===== config.mk =====
export PLATFORM = sky130hd
export DESIGN_NAME = dma_chan_status
export DESIGN_NICKNAME = d
export VERILOG_FILES = /design/src/rtl/dma_stat_pkg.sv /design/src/rtl/dma_cfg_check.sv /design/src/rtl/dma_busy_ctrl.sv /design/src/rtl/dma_err_flags.sv /design/src/rtl/dma_chan_status.sv
export SDC_FILE = /design/constraint.sdc
export NUM_CORES = 1
export LEC_CHECK = 0
export ABC_AREA = 1
export BUFFER_PORTS_ARGS = -buffer_cell sky130_fd_sc_hd__clkbuf_2
export CAP_MARGIN = 25
export CORE_MARGIN = 10
export CORE_UTILIZATION = 21
export CTS_CLUSTER_SIZE = 24
export DETAILED_ROUTE_END_ITERATION = 8
export PLACE_DENSITY = 0.77
export SLEW_MARGIN = 10
export SYNTH_ARGS = -nofsm -noshare
export SYNTH_HDL_FRONTEND = slang
export SYNTH_HIERARCHICAL = 1
export SYNTH_SLANG_ARGS = --single-unit

===== constraint.sdc =====
create_clock -name clk -period 1.15 [get_ports clk]
set_clock_uncertainty 0.15 [all_clocks]
set_input_delay 0.1725 -clock clk [delete_from_list [all_inputs] [get_ports clk]]
set_output_delay 0.1725 -clock clk [all_outputs]
set_load 0.05 [all_outputs]

===== src/rtl/dma_stat_pkg.sv =====
package dma_stat_pkg;
  localparam int unsigned ST_W     = 8;
  localparam int unsigned B_CFGERR = 6;
  localparam int unsigned B_ERRRD  = 5;
  localparam int unsigned B_ERRWR  = 4;
  localparam int unsigned B_PEND   = 2;
  localparam int unsigned B_BUSY   = 1;
  localparam int unsigned B_DONE   = 0;

  typedef struct packed {
    logic cfg_err;
    logic err_rd;
    logic err_wr;
    logic done;
  } sticky_t;
endpackage


===== src/rtl/dma_cfg_check.sv =====
module dma_cfg_check #(
  parameter int unsigned ADDR_W = 32,
  parameter int unsigned CNT_W  = 24,
  parameter int unsigned SIZE_W = 2
) (
  input  logic [CNT_W-1:0]  count,
  input  logic [ADDR_W-1:0] src,
  input  logic [ADDR_W-1:0] dst,
  input  logic [SIZE_W-1:0] size,
  output logic              cfg_bad
);
  localparam int unsigned LOW_BITS = (1 << SIZE_W) - 1;

  logic [LOW_BITS-1:0] mask;

  // one mask bit per low address bit that must be zero for the size
  for (genvar i = 0; i < LOW_BITS; i++) begin : g_mask
    assign mask[i] = (SIZE_W'(i) < size);
  end

  logic cnt_zero, cnt_mis, src_mis, dst_mis;
  assign cnt_zero = (count == '0);
  assign cnt_mis  = |(count[LOW_BITS-1:0] & mask);
  assign src_mis  = |(src[LOW_BITS-1:0] & mask);
  assign dst_mis  = |(dst[LOW_BITS-1:0] & mask);
  assign cfg_bad  = cnt_zero | cnt_mis | src_mis | dst_mis;
endmodule


===== src/rtl/dma_busy_ctrl.sv =====
module dma_busy_ctrl (
  input  logic clk,
  input  logic rst_n,
  input  logic start_req,
  input  logic cfg_bad,
  input  logic berr_rd,
  input  logic berr_wr,
  input  logic cnt_zero,
  output logic busy,
  output logic go_bad,
  output logic term
);
  logic busy_q;
  logic go_ok;

  assign go_ok  = start_req & ~busy_q & ~cfg_bad;
  assign go_bad = start_req & ~busy_q & cfg_bad;
  assign term   = busy_q & (berr_rd | berr_wr | cnt_zero);
  assign busy   = busy_q;

  always_ff @(posedge clk) begin
    if (!rst_n)     busy_q <= 1'b0;
    else if (term)  busy_q <= 1'b0;
    else if (go_ok) busy_q <= 1'b1;
  end

  // a rejected start never begins a transfer
  a_r3_bad_start_stays_idle: assert property (@(posedge clk) disable iff (!rst_n)
    (start_req && !busy_q && cfg_bad) |=> !busy_q);
  // any bus error during a transfer ends it
  a_r5_err_ends_busy: assert property (@(posedge clk) disable iff (!rst_n)
    (busy_q && (berr_rd || berr_wr)) |=> !busy_q);
  // busy is only entered from an accepted start
  a_r4_busy_needs_start: assert property (@(posedge clk) disable iff (!rst_n)
    $rose(busy_q) |-> $past(start_req));
endmodule


===== src/rtl/dma_err_flags.sv =====
module dma_err_flags
  import dma_stat_pkg::*;
(
  input  logic    clk,
  input  logic    rst_n,
  input  logic    busy,
  input  logic    go_bad,
  input  logic    term,
  input  logic    berr_rd,
  input  logic    berr_wr,
  input  logic    single_mode,
  input  logic    clr,
  output sticky_t flags
);
  sticky_t q, set_v;

  always_comb begin
    set_v.cfg_err = go_bad;
    set_v.err_rd  = busy & (berr_rd | (berr_wr & single_mode));
    set_v.err_wr  = busy & berr_wr & ~single_mode;
    set_v.done    = term | go_bad;
  end

  always_ff @(posedge clk) begin
    if (!rst_n) q <= '0;
    else        q <= (clr ? sticky_t'('0) : q) | set_v;
  end

  assign flags = q;

  // flags survive when no clear is written
  a_r9_sticky: assert property (@(posedge clk) disable iff (!rst_n)
    (!clr) |=> ((q & $past(q)) == $past(q)));
  // a clear with no set event empties every flag
  a_r9_clear: assert property (@(posedge clk) disable iff (!rst_n)
    (clr && !go_bad && !term && !busy) |=> (q == '0));
  // bus errors while idle leave the error flags alone
  a_r10_idle_err: assert property (@(posedge clk) disable iff (!rst_n)
    (!busy && !go_bad && !clr) |=> $stable(q));
endmodule


===== src/rtl/dma_chan_status.sv =====
module dma_chan_status
  import dma_stat_pkg::*;
#(
  parameter int unsigned ADDR_W = 32,
  parameter int unsigned CNT_W  = 24,
  parameter int unsigned SIZE_W = 2
) (
  input  logic              clk,
  input  logic              rst_n,
  input  logic [CNT_W-1:0]  cfg_count,
  input  logic [ADDR_W-1:0] cfg_src,
  input  logic [ADDR_W-1:0] cfg_dst,
  input  logic [SIZE_W-1:0] cfg_size,
  input  logic              single_mode,
  input  logic              start_req,
  input  logic              berr_rd,
  input  logic              berr_wr,
  input  logic              chan_sel,
  input  logic              reg_wr_en,
  input  logic [7:0]        reg_wr_data,
  output logic [7:0]        reg_rd_data
);
  logic    cfg_bad, busy, go_bad, term, clr, pend;
  sticky_t flags;

  dma_cfg_check #(.ADDR_W(ADDR_W), .CNT_W(CNT_W), .SIZE_W(SIZE_W)) u_chk (
    .count(cfg_count), .src(cfg_src), .dst(cfg_dst), .size(cfg_size),
    .cfg_bad(cfg_bad)
  );

  dma_busy_ctrl u_busy (
    .clk(clk), .rst_n(rst_n), .start_req(start_req), .cfg_bad(cfg_bad),
    .berr_rd(berr_rd), .berr_wr(berr_wr), .cnt_zero(cfg_count == '0),
    .busy(busy), .go_bad(go_bad), .term(term)
  );

  assign clr = reg_wr_en & reg_wr_data[B_DONE];

  dma_err_flags u_flags (
    .clk(clk), .rst_n(rst_n), .busy(busy), .go_bad(go_bad), .term(term),
    .berr_rd(berr_rd), .berr_wr(berr_wr), .single_mode(single_mode),
    .clr(clr), .flags(flags)
  );

  assign pend = busy & ~chan_sel;

  always_comb begin
    reg_rd_data           = '0;
    reg_rd_data[B_CFGERR] = flags.cfg_err;
    reg_rd_data[B_ERRRD]  = flags.err_rd;
    reg_rd_data[B_ERRWR]  = flags.err_wr;
    reg_rd_data[B_PEND]   = pend;
    reg_rd_data[B_BUSY]   = busy;
    reg_rd_data[B_DONE]   = flags.done;
  end

  // an exhausted count ends the transfer with done set
  a_r7_count_done: assert property (@(posedge clk) disable iff (!rst_n)
    (busy && cfg_count == '0) |=> (!reg_rd_data[B_BUSY] && reg_rd_data[B_DONE]));
  // a start on an empty count flags a configuration error
  a_r2_zero_count: assert property (@(posedge clk) disable iff (!rst_n)
    (start_req && !busy && cfg_count == '0) |=> reg_rd_data[B_CFGERR]);
endmodule


======== Word level (Yosys, flattened, before mapping) ========
Index checks and enable logic that the tools add are counted.
Widths: inputs -> output; s select.
cells by class
  magnitude comparators ................... 3
  bitwise logic cells ..................... 26
  reduce and logical (&&, ||, !) cells .... 5
  multiplexer cells ....................... 1
operator list
  cell                count
  $logic_not 24->1    1
  $and 1x1->1         10
  $and 3x3->3         3
  $reduce_or 3->1     3
  $or 1x1->1          7
  $not 1->1           5
  $lt 1x2->1 const A  2
  $mux 4              1
  $or 4x4->4          1
  $lt 2x2->1 const A  1
  $reduce_or 2->1     1
word-level totals
  register bits after elaboration ......... 5
  word-level logic and storage cells ...... 40
  input port bits ......................... 106
  output and inout port bits .............. 8

======== Longest topological paths before layout ========
Gate-level depths: netlist (run 1).
  depth after elaboration ................. 9
  depth in mapped cells ................... 11
  gate-level depth less buffers ........... 11

======== Hierarchy ========
The synthesis (run 1) kept the hierarchy.
by module, submodules not included
  module           times used  cells an instance  seq. area each (sq um)  area each (sq um)
  dma_cfg_check    1           38                 0.0                     155.1
  dma_err_flags    1           22                 80.1                    155.1
  dma_chan_status  1           30                 0.0                     132.6
  dma_busy_ctrl    1           12                 20.0                    68.8

======== Worst setup path before layout (run 1) ========
OpenSTA, ideal clock, no wires.
  path kind ............................... input-to-reg
  start ................................... input port cfg_count[23]
  end ..................................... register u_flags.q, in the netlist u_flags/flags[0]
  cell stages on the path ................. 9
  buffers on the path ..................... 0
  arrival time ............................ 885 ps
  library setup time ...................... 70 ps
  required time ........................... 930 ps
  setup slack ............................. 45 ps
  path through ............................ nor2_1 > nand2_1 > nor2_1 > nand2_1 > nor2_2 > inv_1 > a21oi_2 > nor2_1 > a21oi_1
on the way
  elaborated cells between the ends (all ways) .. 9
  those cells by class .................... 8 x bitwise; 1 x reduce/logical
RTL lines
  item                  RTL line               text
  start, declared       dma_chan_status.sv:10  input logic [CNT_W-1:0] cfg_count,
  $logic_not 24->1      dma_chan_status.sv:33  .berr_rd(berr_rd), .berr_wr(berr_wr), .cnt_zero(cfg_count == '0),
  $or 1x1->1            dma_busy_ctrl.sv:18    assign term = busy_q & (berr_rd | berr_wr | cnt_zero);
  $and 1x1->1           dma_busy_ctrl.sv:18
  net term              dma_chan_status.sv:23  logic cfg_bad, busy, go_bad, term, clr, pend;
  $or 1x1->1            dma_err_flags.sv:21    set_v.done = term | go_bad;
  $or 4x4->4            dma_err_flags.sv:26    else q <= (clr ? sticky_t'('0) : q) | set_v;
  end signal, assigned  dma_err_flags.sv:26
  end, declared         dma_err_flags.sv:15    sticky_t q, set_v;
The timed path passes the listed nets, and every way through them passes these cells.
A chain may end at the register's enable or synchronous reset.

======== Worst setup path after layout (run 1) ========
  start ................................... register u_busy.busy_q (netlist: u_busy/busy)
  end ..................................... output port reg_rd_data[2]
on the way
  word-level cells in the longest chain between the ends .. 1
RTL lines
  item                    RTL line               text
  start, declared         dma_busy_ctrl.sv:13    logic busy_q;
  start signal, assigned  dma_busy_ctrl.sv:22    if (!rst_n) busy_q <= 1'b0;
  start signal, assigned  dma_busy_ctrl.sv:23    else if (term) busy_q <= 1'b0;
  start signal, assigned  dma_busy_ctrl.sv:24    else if (go_ok) busy_q <= 1'b1;
  $and 1x1->1             dma_chan_status.sv:45  assign pend = busy & ~chan_sel;
  end, declared           dma_chan_status.sv:21  output logic [7:0] reg_rd_data
No other way between the ends.

==> results.md, run 1 <==
* Setup crit end kind: output port
* Async SR Flop Fraction at 0
* Hold Crit Start: rst_n
* Initial core utilization at 0.225
* Buf+Inv Stages, Crit Path at 2
* DRT iter0 DRCs at 20
* Combinational power share at 0.382
* Reg area at roughly 100 um^2
* PwrDens at about 760 mW/mm^2
* Placer Congestion at slightly above 0.7
* Cell accounting for the most synthesized area: nor2_1
* Yosys warns at 6
* Share of post-route cells with drive strength above 1 at 0.450
* Count leader, synth: nor2_1
* Largest net degree at the start of global routing at 5
* Slowest cell on crit path: dfxtp_2
* Worst r2r path cells at 6
* Layout area overhead at 62.8%
* Vias in the first global route at between 700 and 800
* Max-slew violation count at 0
* Clk pin slew, worst setup/hold paths at around 0.050 ns
* Clock Tree Buf Depth at 2
* Failing checks: setup timing
* First-pass GRT wire length at 2.95 mm
* First-pass DRT Iterations at 3
* Clk Latency, worst-skew pair at around 0.24 ns
* Crit path required time at between 0.8 and 0.9 ns
* Post-synth top cells: nor2_1, nand2_1, inv_1
* Hold Crit Class: in2reg
* Maxcap violations at 0
* CTS tree: yes
* I/O Buffers at 46
* Post-route DRC at 0
* RSZ-0062 raised after global routing: true
* Antenna violations before repair at 0
* # rows at 17
* Io pins at ~110
* FMAX at 829 MHz
* Clock power frac at 0.316
* CORE AREA at 0.00228 mm^2
* Tcrit/Tclk final at 1.05
* Chip width at 69.4 um
* Fillers at ~260
* Worst Hold Path EP: u_busy/busy
* Count of final setup violators at 1
* Final min period at 1.21 ns
* Post-synthesis sequential area ratio at 0.196
* Routed WL per cell at about 9.3 um
* H-tree levels at 1
* Top post-synthesis cells by area: nor2_1, nand2_1, dfxtp_1
* Critical Path Start Type: flop
* Worst r2r dst: u_flags/flags[2]
* HPWL Detailed at between 1.5 and 2 mm
* Switching part of the total at 0.339
* Net Switching at 0.214 mW
* Fin cells at between 150 and 200
* Area of the mapped netlist at just over 500 um^2
* Height of the die at about 70 um
* Worst slack, placed at -0.156 ns
* Crit path DAT at approximately 0.88 ns
* Type of the worst setup path: reg2out
* Min setup slack post-route at -0.0560 ns
* Routed Antenna Nets at 0
* Total grt overflow at 0
* Final WL at ~1.7 mm
* CTS Root Cell: clkbuf_4
* Worst-path fanout max at 3
* Cells after Synth at 102
* Placed cell count at approximately 170
* Yosys top cell area share at 0.286
* Sink Count at 5
* Avg Cell Area, Syn at approximately 5 um^2
* Reg2Reg Setup Slack at ~0.06 ns
* Yosys cell types at 13
* Status: finished with violations
* Die area at 0.00481 mm^2
* RR Startpoint: u_busy/busy
* Count of hold buffers inserted by post-cts repair at 0
* VDD IR max at between 0.4 and 0.5 mV
* Seq cells post-synth at 5
* Cell family with most CP delay: flip-flops
* Nets@finish at 258
* Int Pwr at 0.417 mW
* GRT Total Usage at 0.0700
* Lkg Pwr at between 0.4 and 0.5 nW
* Via count at 702
* Max incr delay on CP at approximately 0.34 ns
* Multi-input gate area at between 300 and 400 um^2
* Hold Crit Depth at 3
* Number of synthesized flops with an enable pin at 0
* Sequential Power Share at 0.302
* Ys flop type: dfxtp_1
* Antenna Cells at 0
* CTS Buf Count at 3
* Crit-path cells: inv_2, nor2_4, buf_8
* Endpoints failing hold at 0
* DR vias/cell at a little under 4
-- layer usage --
metal,vias to the layer above,share of wire,global-route usage
li1,397,-,-
met1,275,0.42,0.0775
met2,30,0.47,0.113
met3,0,0.11,0.0371
met4,0,0,0.0200
met5,-,0,0
-- power by group through the flow --
stage | sequential, mW | clock [mW] | combinational, mW
2_1_floorplan | 0.223 | 0 | 0.0995
3_3_place_gp | 0.193 | 0 | 0.221
3_5_place_dp | 0.193 | 0 | 0.224
4_1_cts | 0.191 | 0.205 | 0.231
5_1_grt | 0.192 | 0.234 | 0.272
6_report | 0.191 | 0.200 | 0.241
-- area by class of cell --
cell class	instances	area share
sequential	5	0.122
multi-input combinational	83	0.431
tap	28	0.0420
clock buffer	4	0.0315
timing repair buffer	48	0.321
inverter	11	0.0526
-- timing repair --
action,CTS,global route
buffers inserted,0,1
resized for setup,8,13
hold endpoints to repair,0,0
pin swaps,0,4
setup endpoints to repair,6,8
-- metrics by stage --
step | setup TNS (ns) | cell area (um^2) | utilization | power, mW | hold slack, ns
after global routing | -0.160 | 833 | 0.366 | 0.698 | 0.0267
after floorplan | 0 | 515 | - | 0.322 | 0.157
after global placement | -0.256 | 758 | 0.333 | 0.414 | 0.280
after CTS | -0.0932 | 807 | 0.355 | 0.628 | 0.0200
final | -0.0560 | 833 | 0.366 | 0.631 | 0.0228
after detailed placement | -0.288 | 758 | 0.333 | 0.417 | 0.281
-- cell usage in the layout (no fill, tap or decap) --
master / synthesis / final
nand2_1: 29 / 29
clkbuf_1: 0 / 1
buf_8: 0 / 1
buf_4: 4 / 6
dfxtp_1: 5 / 4
nor2_1: 39 / 35
nand3_1: 2 / 2
a21oi_2: 1 / 1
nand4_1: 1 / 1
inv_2: 3 / 4
dfxtp_2: 0 / 1
inv_1: 8 / 6
nor3_2: 1 / 1
clkbuf_2: 0 / 40
conb_1: 1 / 2
a21oi_1: 3 / 3
nor2_4: 0 / 1
clkbuf_4: 0 / 4
nor2_2: 5 / 8
inv_4: 0 / 1
-- kinds of logic after synthesis --
logic type | Yosys count | synth area share
other | 1 | 0.00733
AOI/OAI and AO/OA | 4 | 0.0464
buffers and inverters | 15 | 0.139
DFF | 5 | 0.196
and+or+nand+nor | 77 | 0.611
-- sequential cells by signal (all words and copies together), names as in the netlist --
| register | flops |
|---|---|
| u_flags/flags | 4 |
| u_busy/busy | 1 |
-- worst max-delay path by stage --
stage	start	endpoint	slack [ns]	cells past startpoint
after global placement	cfg_count[23]	u_flags/flags[0]	-0.14	10
after global routing	u_busy/busy	reg_rd_data[2]	-0.10	3
after detailed placement	cfg_count[15]	u_flags/flags[0]	-0.16	10
final	u_busy/busy	reg_rd_data[2]	-0.06	3
after CTS	u_busy/busy	reg_rd_data[2]	-0.09	3
after floorplan	cfg_count[23]	u_flags/flags[0]	0.05	9
-- worst min-delay path: cells and delay by family --
family	cells	cell delay [ns]
buf+inv	1	0.09
simple gates	2	0.11
No activity file was read; power rests on OpenSTA's default activity.
==> inputs of run 2 (changes only) <==
--- a/config.mk
+++ b/config.mk
@@ -9,12 +9,11 @@
 export BUFFER_PORTS_ARGS = -buffer_cell sky130_fd_sc_hd__clkbuf_2
 export CAP_MARGIN = 25
 export CORE_MARGIN = 10
-export CORE_UTILIZATION = 21
+export CORE_UTILIZATION = 18
 export CTS_CLUSTER_SIZE = 24
 export DETAILED_ROUTE_END_ITERATION = 8
 export PLACE_DENSITY = 0.77
 export SLEW_MARGIN = 10
 export SYNTH_ARGS = -nofsm -noshare
 export SYNTH_HDL_FRONTEND = slang
-export SYNTH_HIERARCHICAL = 1
 export SYNTH_SLANG_ARGS = --single-unit
==> results.md, run 2 <==
* Switching part of the total at 0.317
* Final core occ at 0.331
* Int Pwr at approximately 0.41 mW
* Clk pin slew, worst setup/hold paths at 0.04 ns
* Antenna violations before repair at 0
* Async SR Flop Fraction at 0
* Fillers at approximately 240
* Top post-synthesis cells by area: dfxtp_1, nand2_1, nor2_1
* Endpoints failing hold at 0
* Routed Antenna Nets at 0
* Worst-path fanout max at 3
* RSZ-0062 raised after global routing: true
* Io pins at roughly 110
* Number of synthesized flops with an enable pin at 0
* Count leader, synth: nand2_1
* Sink Count at 5
* Final min period at between 1 and 1.5 ns
* Lkg Pwr at 0.414 nW
* Max reg flops at 4
* Chip width at 67.6 um
* Final WL at about 1.4 mm
* CTS tree: yes
* Post-synthesis sequential area ratio at 0.245
* Failing checks: setup timing
* Placer Congestion at between 0.6 and 0.7
* Height of the die at 67.6 um
* Area of the mapped netlist at 408 um^2
* Clock power frac at 0.320
* Largest net degree at the start of global routing at 5
* First-pass DRT Iterations at 4
* Yosys cell types at 15
* Maxcap violations at 0
* H-tree levels at 1
* Crit path required time at 0.83 ns
* Cells after Synth at 73
* Nets@finish at approximately 230
* Crit path DAT at 0.85 ns
* Seq cells post-synth at 5
* Post-synth top cells: nand2_1, nor2_1, inv_1
* Type of the worst setup path: reg2out
* Commonest non-fill, non-tap cell in the layout: clkbuf_2
* Critical Path Start Type: flop
* Count of hold buffers inserted by post-cts repair at 0
* # rows at 17
* Combinational power share at 0.364
* Avg Cell Area, Syn at 5.59 um^2
* Count of final setup violators at 1
* CORE AREA at 0.00219 mm^2
* Routed WL per cell at between 9 and 10 um
* Layout area overhead at 77.6%
* Vias in the first global route at 594
* Yosys top cell area share at 0.245
* Hold Crit Class: in2reg
* DR vias/cell at a little under 4
* Antenna Cells at 0
* FMAX at 850 MHz
* Clk Latency, worst-skew pair at 0.23 ns
* Sequential Power Share at 0.317
* Net Switching at 0.192 mW
* Share of post-route cells with drive strength above 1 at 0.492
* PwrDens at approximately 840 mW/mm^2
* DRT iter0 DRCs at 4
* Yosys warns at 0
* Min setup slack post-route at -0.0269 ns
* CTS Root Cell: clkbuf_4
* Clock Tree Buf Depth at 2
* Via count at about 580
* Post-route DRC at 0
* Setup crit end kind: output port
* Commonest non-fill, non-tap cells in the layout: clkbuf_2, nand2_1, nor2_1
* Total grt overflow at 0
* Initial core utilization at 0.186
* First-pass GRT wire length at ~2.3 mm
* Status: finished with violations
* Power Total at between 0.6 and 0.7 mW
* GRT Total Usage at 0.0633
* Die area at 0.00457 mm^2
* Ys flop type: dfxtp_1
* I/O Buffers at between 40 and 50
* Cell accounting for the most synthesized area: dfxtp_1
* CTS Buf Count at 3
* Max-slew violation count at 0
* HPWL Detailed at between 1 and 1.5 mm
* WHS at 0.0155 ns
* VDD IR max at about 0.46 mV
* Tcrit/Tclk final at 1.02
## run 2: cell count changes in the layout (fill, tap and decap cells not counted), sizes merged
cell	before	now
nor2	44	21
nand2	29	23
inv	11	8
nand3	2	4
buf	7	6
clkbuf	45	46
nand3b	0	1
nand4	1	0
o21ai	0	1
## run 2: what timing repair did
item                       4_1_cts  5_1_grt
buffers inserted                 1        0
resized for setup                9        3
pin swaps                        1        1
setup endpoints to repair        6        5
## run 2: worst paths after layout
kind                                  startpoint          endpoint  slack, ns  cells past startpoint
worst max-delay path                 u_busy.busy    reg_rd_data[2]      -0.03                      3
worst min-delay path                       rst_n  u_flags.flags[0]       0.02                      3
worst max register to register       u_busy.busy       u_busy.busy       0.10                      4
worst min register to register  u_flags.flags[1]  u_flags.flags[1]       0.32                      2
## run 2: final cells by class
class,instances,area (um^2),area share
repair buffers,48,273,0.377
multi-input cells,57,259,0.358
flip-flops and latches,5,101,0.140
well taps,28,35.0,0.0484
inverters,8,30.0,0.0415
clock buffers,4,26.3,0.0363
## run 2: metrics by stage
step / setup TNS [ns] / std cells / instance area [um^2] / worst slack [ns]
after detailed placement: -0.0416 / 145 / 669 / -0.0416
after global routing: -0.0899 / 150 / 724 / -0.0774
after CTS: -0.0542 / 150 / 724 / -0.0542
after floorplan: 0 / 74 / 412 / 0.0569
after global placement: -0.0214 / 145 / 669 / -0.0214
final: -0.0269 / 150 / 724 / -0.0269
## run 2: critical path, stage by stage, from the launching register on
cell     delay (ns)
dfxtp_2        0.33
inv_2          0.05
nor2_4         0.09
buf_12         0.14
## run 2: kinds of logic (layout without fill, tap and decap cells)
kind of cell / count (synthesis) / after routing / share of synthesized area
AOI/OAI and AO/OA: 5 / 5 / 0.0705
buffers and inverters: 12 / 60 / 0.147
DFF: 5 / 5 / 0.245
other: 1 / 2 / 0.00919
and+or+nand+nor: 50 / 50 / 0.528
## run 2: power by group through the flow
stage	logic, mW	clock network [mW]	registers, mW
global placement	0.207	0	0.193
floorplan	0.0930	0	0.224
finish	0.220	0.194	0.192
CTS	0.222	0.202	0.192
detailed placement	0.210	0	0.194
global route	0.244	0.221	0.193
## run 2: metal layers
layer	wire length [um]	GRT usage	up-vias
met5	0	0	-
met4	23	0.0231	0
met1	502	0.0628	242
li1	-	-	313
met2	829	0.120	21
met3	86	0.0198	2
==> inputs of run 3 (changes only) <==
--- a/config.mk
+++ b/config.mk
@@ -5,14 +5,13 @@
 export SDC_FILE = /design/constraint.sdc
 export NUM_CORES = 1
 export LEC_CHECK = 0
-export ABC_AREA = 1
 export BUFFER_PORTS_ARGS = -buffer_cell sky130_fd_sc_hd__clkbuf_2
 export CAP_MARGIN = 25
 export CORE_MARGIN = 10
-export CORE_UTILIZATION = 18
+export CORE_UTILIZATION = 16
 export CTS_CLUSTER_SIZE = 24
 export DETAILED_ROUTE_END_ITERATION = 8
-export PLACE_DENSITY = 0.77
+export PLACE_DENSITY = 0.74
 export SLEW_MARGIN = 10
 export SYNTH_ARGS = -nofsm -noshare
 export SYNTH_HDL_FRONTEND = slang
==> results.md, run 3 <==
* Status: finished with violations
* Failing checks: setup timing
* Count of hold buffers inserted by post-cts repair at 0
* Type of the worst setup path: reg2out
* Io pins at 114
* Clock Tree Buf Depth at 2
* Tcrit/Tclk final at 1.07
* Initial core utilization at 0.167
* VDD IR max at 0.265 mV
* Total grt overflow at 0
* # rows at 17
* Metal3 WL at roughly 200 um
* FMAX at slightly above 800 MHz
* Endpoints failing hold at 0
* Area of the mapped netlist at 369 um^2
* Cell area after layout at between 700 and 800 um^2
* Commonest non-fill, non-tap cells in the layout: clkbuf_2, nor2_1, buf_4
* Clk pin slew, worst setup/hold paths at around 0.05 ns
* Sink Count at 5
* Hold Crit Depth at 3
* Height of the die at around 70 um
* Antenna Cells at 0
* DRT iter0 DRCs at 12
* CTS tree: yes
* H-tree levels at 1
* Min setup slack post-route at -0.0764 ns
* Hold Crit Start: rst_n
* Max reg flops at 4
* Chip width at between 60 and 70 um
* Ys flop type: dfxtp_1
* Critical Path Start Type: flop
* RR Startpoint: u_busy.busy
* Antenna violations before repair at 0
* Layout area overhead at 107%
* Post-route DRC at 0
* First-pass GRT wire length at between 2 and 3 mm
* Top post-synthesis cells by area: dfxtp_1, nor4_2, nor2_1
* Final WL at between 1.5 and 2 mm
* CTS Root Cell: clkbuf_4
* Setup crit end kind: output port
* GRT Total Usage at 0.0713
* DR vias/cell at between 4 and 5
* HPWL Detailed at ~1.5 mm
* Post-synth top cells: nor2_1, dfxtp_1, buf_4, nor4_2, o21ai_0
* Async SR Flop Fraction at 0
* Vias in the first global route at a little under 600
* Nets@finish at slightly above 200
* PwrDens at 857 mW/mm^2
* Cell accounting for the most synthesized area: dfxtp_1
* Metal-1 WL at 542 um
* Cells after Synth at 48
* Met2 WL at roughly 1000 um
* Commonest non-fill, non-tap cell in the layout: clkbuf_2
* CORE AREA at ~0.0022 mm^2
* Routed WL per cell at roughly 14 um
* Worst slack, placed at -0.202 ns
* Yosys warns at 0
* Routed Antenna Nets at 0
* CTS Buf Count at 3
* Worst r2r dst: u_flags.flags[0]
* Final min period at 1.23 ns
* Number of synthesized flops with an enable pin at 0
* Clk Latency, worst-skew pair at about 0.25 ns
* Hold Crit Class: in2reg
* Fillers at around 250
* Worst r2r path cells at 4
* Yosys cell types at 20
* Worst Hold Path EP: u_busy.busy
* Post-synthesis sequential area ratio at 0.271
* Crit path required time at slightly above 0.8 ns
* Via count at about 570
* Reg2Reg Setup Slack at -0.01 ns
* RSZ-0062 raised after global routing: true
* Avg Cell Area, Syn at approximately 7.7 um^2
* I/O Buffers at between 40 and 50
* Largest net degree at the start of global routing at 6
* Share of post-route cells with drive strength above 1 at 0.707
* Top sig layer: met4
* Count of final setup violators at 3
* Yosys top cell area share at 0.271
* Crit path DAT at 0.90 ns
* Max-slew violation count at 0
* Count leader, synth: nor2_1
* Placer Congestion at approximately 0.84
* Maxcap violations at 0
* WHS at 0.0624 ns
* Worst-path fanout max at 5
* Seq cells post-synth at 5
* Die area at ~0.0046 mm^2
* First-pass DRT Iterations at 4
* Lkg Pwr at about 0.35 nW
* Post-DP Area at 639 um^2
run 3: cell types whose count changed after synthesis, sizes merged, moves of 2 or more:
cell	before	now
nor4	0	7
nand2	23	2
inv	8	2
nand3	4	2
o21ai	1	4
nor2	21	9
run 3: final cells by class:
type | instances | area [um^2] | area share
Multi-Input combinational cell | 38 | 297 | 0.388
Timing Repair Buffer | 50 | 292 | 0.381
Sequential cell | 5 | 105 | 0.137
Tap cell | 28 | 35.0 | 0.0458
Clock buffer | 4 | 26.3 | 0.0344
Inverter | 2 | 10.0 | 0.0131
run 3: repair_timing:
action / CTS / global route
gates resized for setup: 19 / 11
hold endpoints to repair: 0 / 0
pin swaps: 5 / 4
setup buffers: 2 / 0
setup endpoints to repair: 7 / 8
gates cloned: 0 / 0
run 3: metrics by stage:
| stage | cells | setup TNS, ns | power [mW] | util |
|---|---|---|---|---|
| 6_report | 127 | -0.116 | 0.655 | 0.346 |
| 2_1_floorplan | 49 | 0 | 0.306 | - |
| 3_3_place_gp | 121 | -0.486 | 0.401 | 0.289 |
| 5_1_grt | 127 | -0.310 | 0.689 | 0.346 |
| 3_5_place_dp | 121 | -0.552 | 0.405 | 0.289 |
| 4_1_cts | 127 | -0.115 | 0.640 | 0.328 |
run 3: how the worst max path moves through the flow:
stage	cells past startpoint	start	endpoint	slack [ns]
final	3	u_busy.busy	reg_rd_data[2]	-0.08
after global routing	3	u_busy.busy	reg_rd_data[2]	-0.11
after CTS	3	u_busy.busy	reg_rd_data[2]	-0.08
after detailed placement	5	cfg_count[3]	u_flags.flags[0]	-0.20
after global placement	5	cfg_count[3]	u_flags.flags[0]	-0.18
after floorplan	4	cfg_src[0]	u_flags.flags[3]	0.005
run 3: routing by layer:
layer  vias to the layer above  global-route usage
li1                        283                   -
met5                         -                   0
met3                         4              0.0326
met1                       249              0.0599
met4                         0              0.0377
met2                        36               0.136
run 3: cell families after synthesis:
kind of cell / count (synthesis) / synth area share
buffers and inverters: 6 / 0.102
and+or+nand+nor: 22 / 0.359
other: 1 / 0.0102
AOI/OAI and AO/OA: 14 / 0.258
DFF: 5 / 0.271
run 3: worst max-delay path, cell delays in order (launching register included):
cell	delay [ns]
dfxtp_4	0.37
inv_4	0.04
nor2_4	0.09
buf_12	0.14
run 3: power breakdown:
| part | switching (mW) | total, mW | internal, mW |
|---|---|---|---|
| Sequential | 0.0103 | 0.196 | 0.186 |
| Clock | 0.0775 | 0.209 | 0.132 |
| Combinational | 0.138 | 0.250 | 0.111 |
| Total | 0.226 | 0.655 | 0.429 |
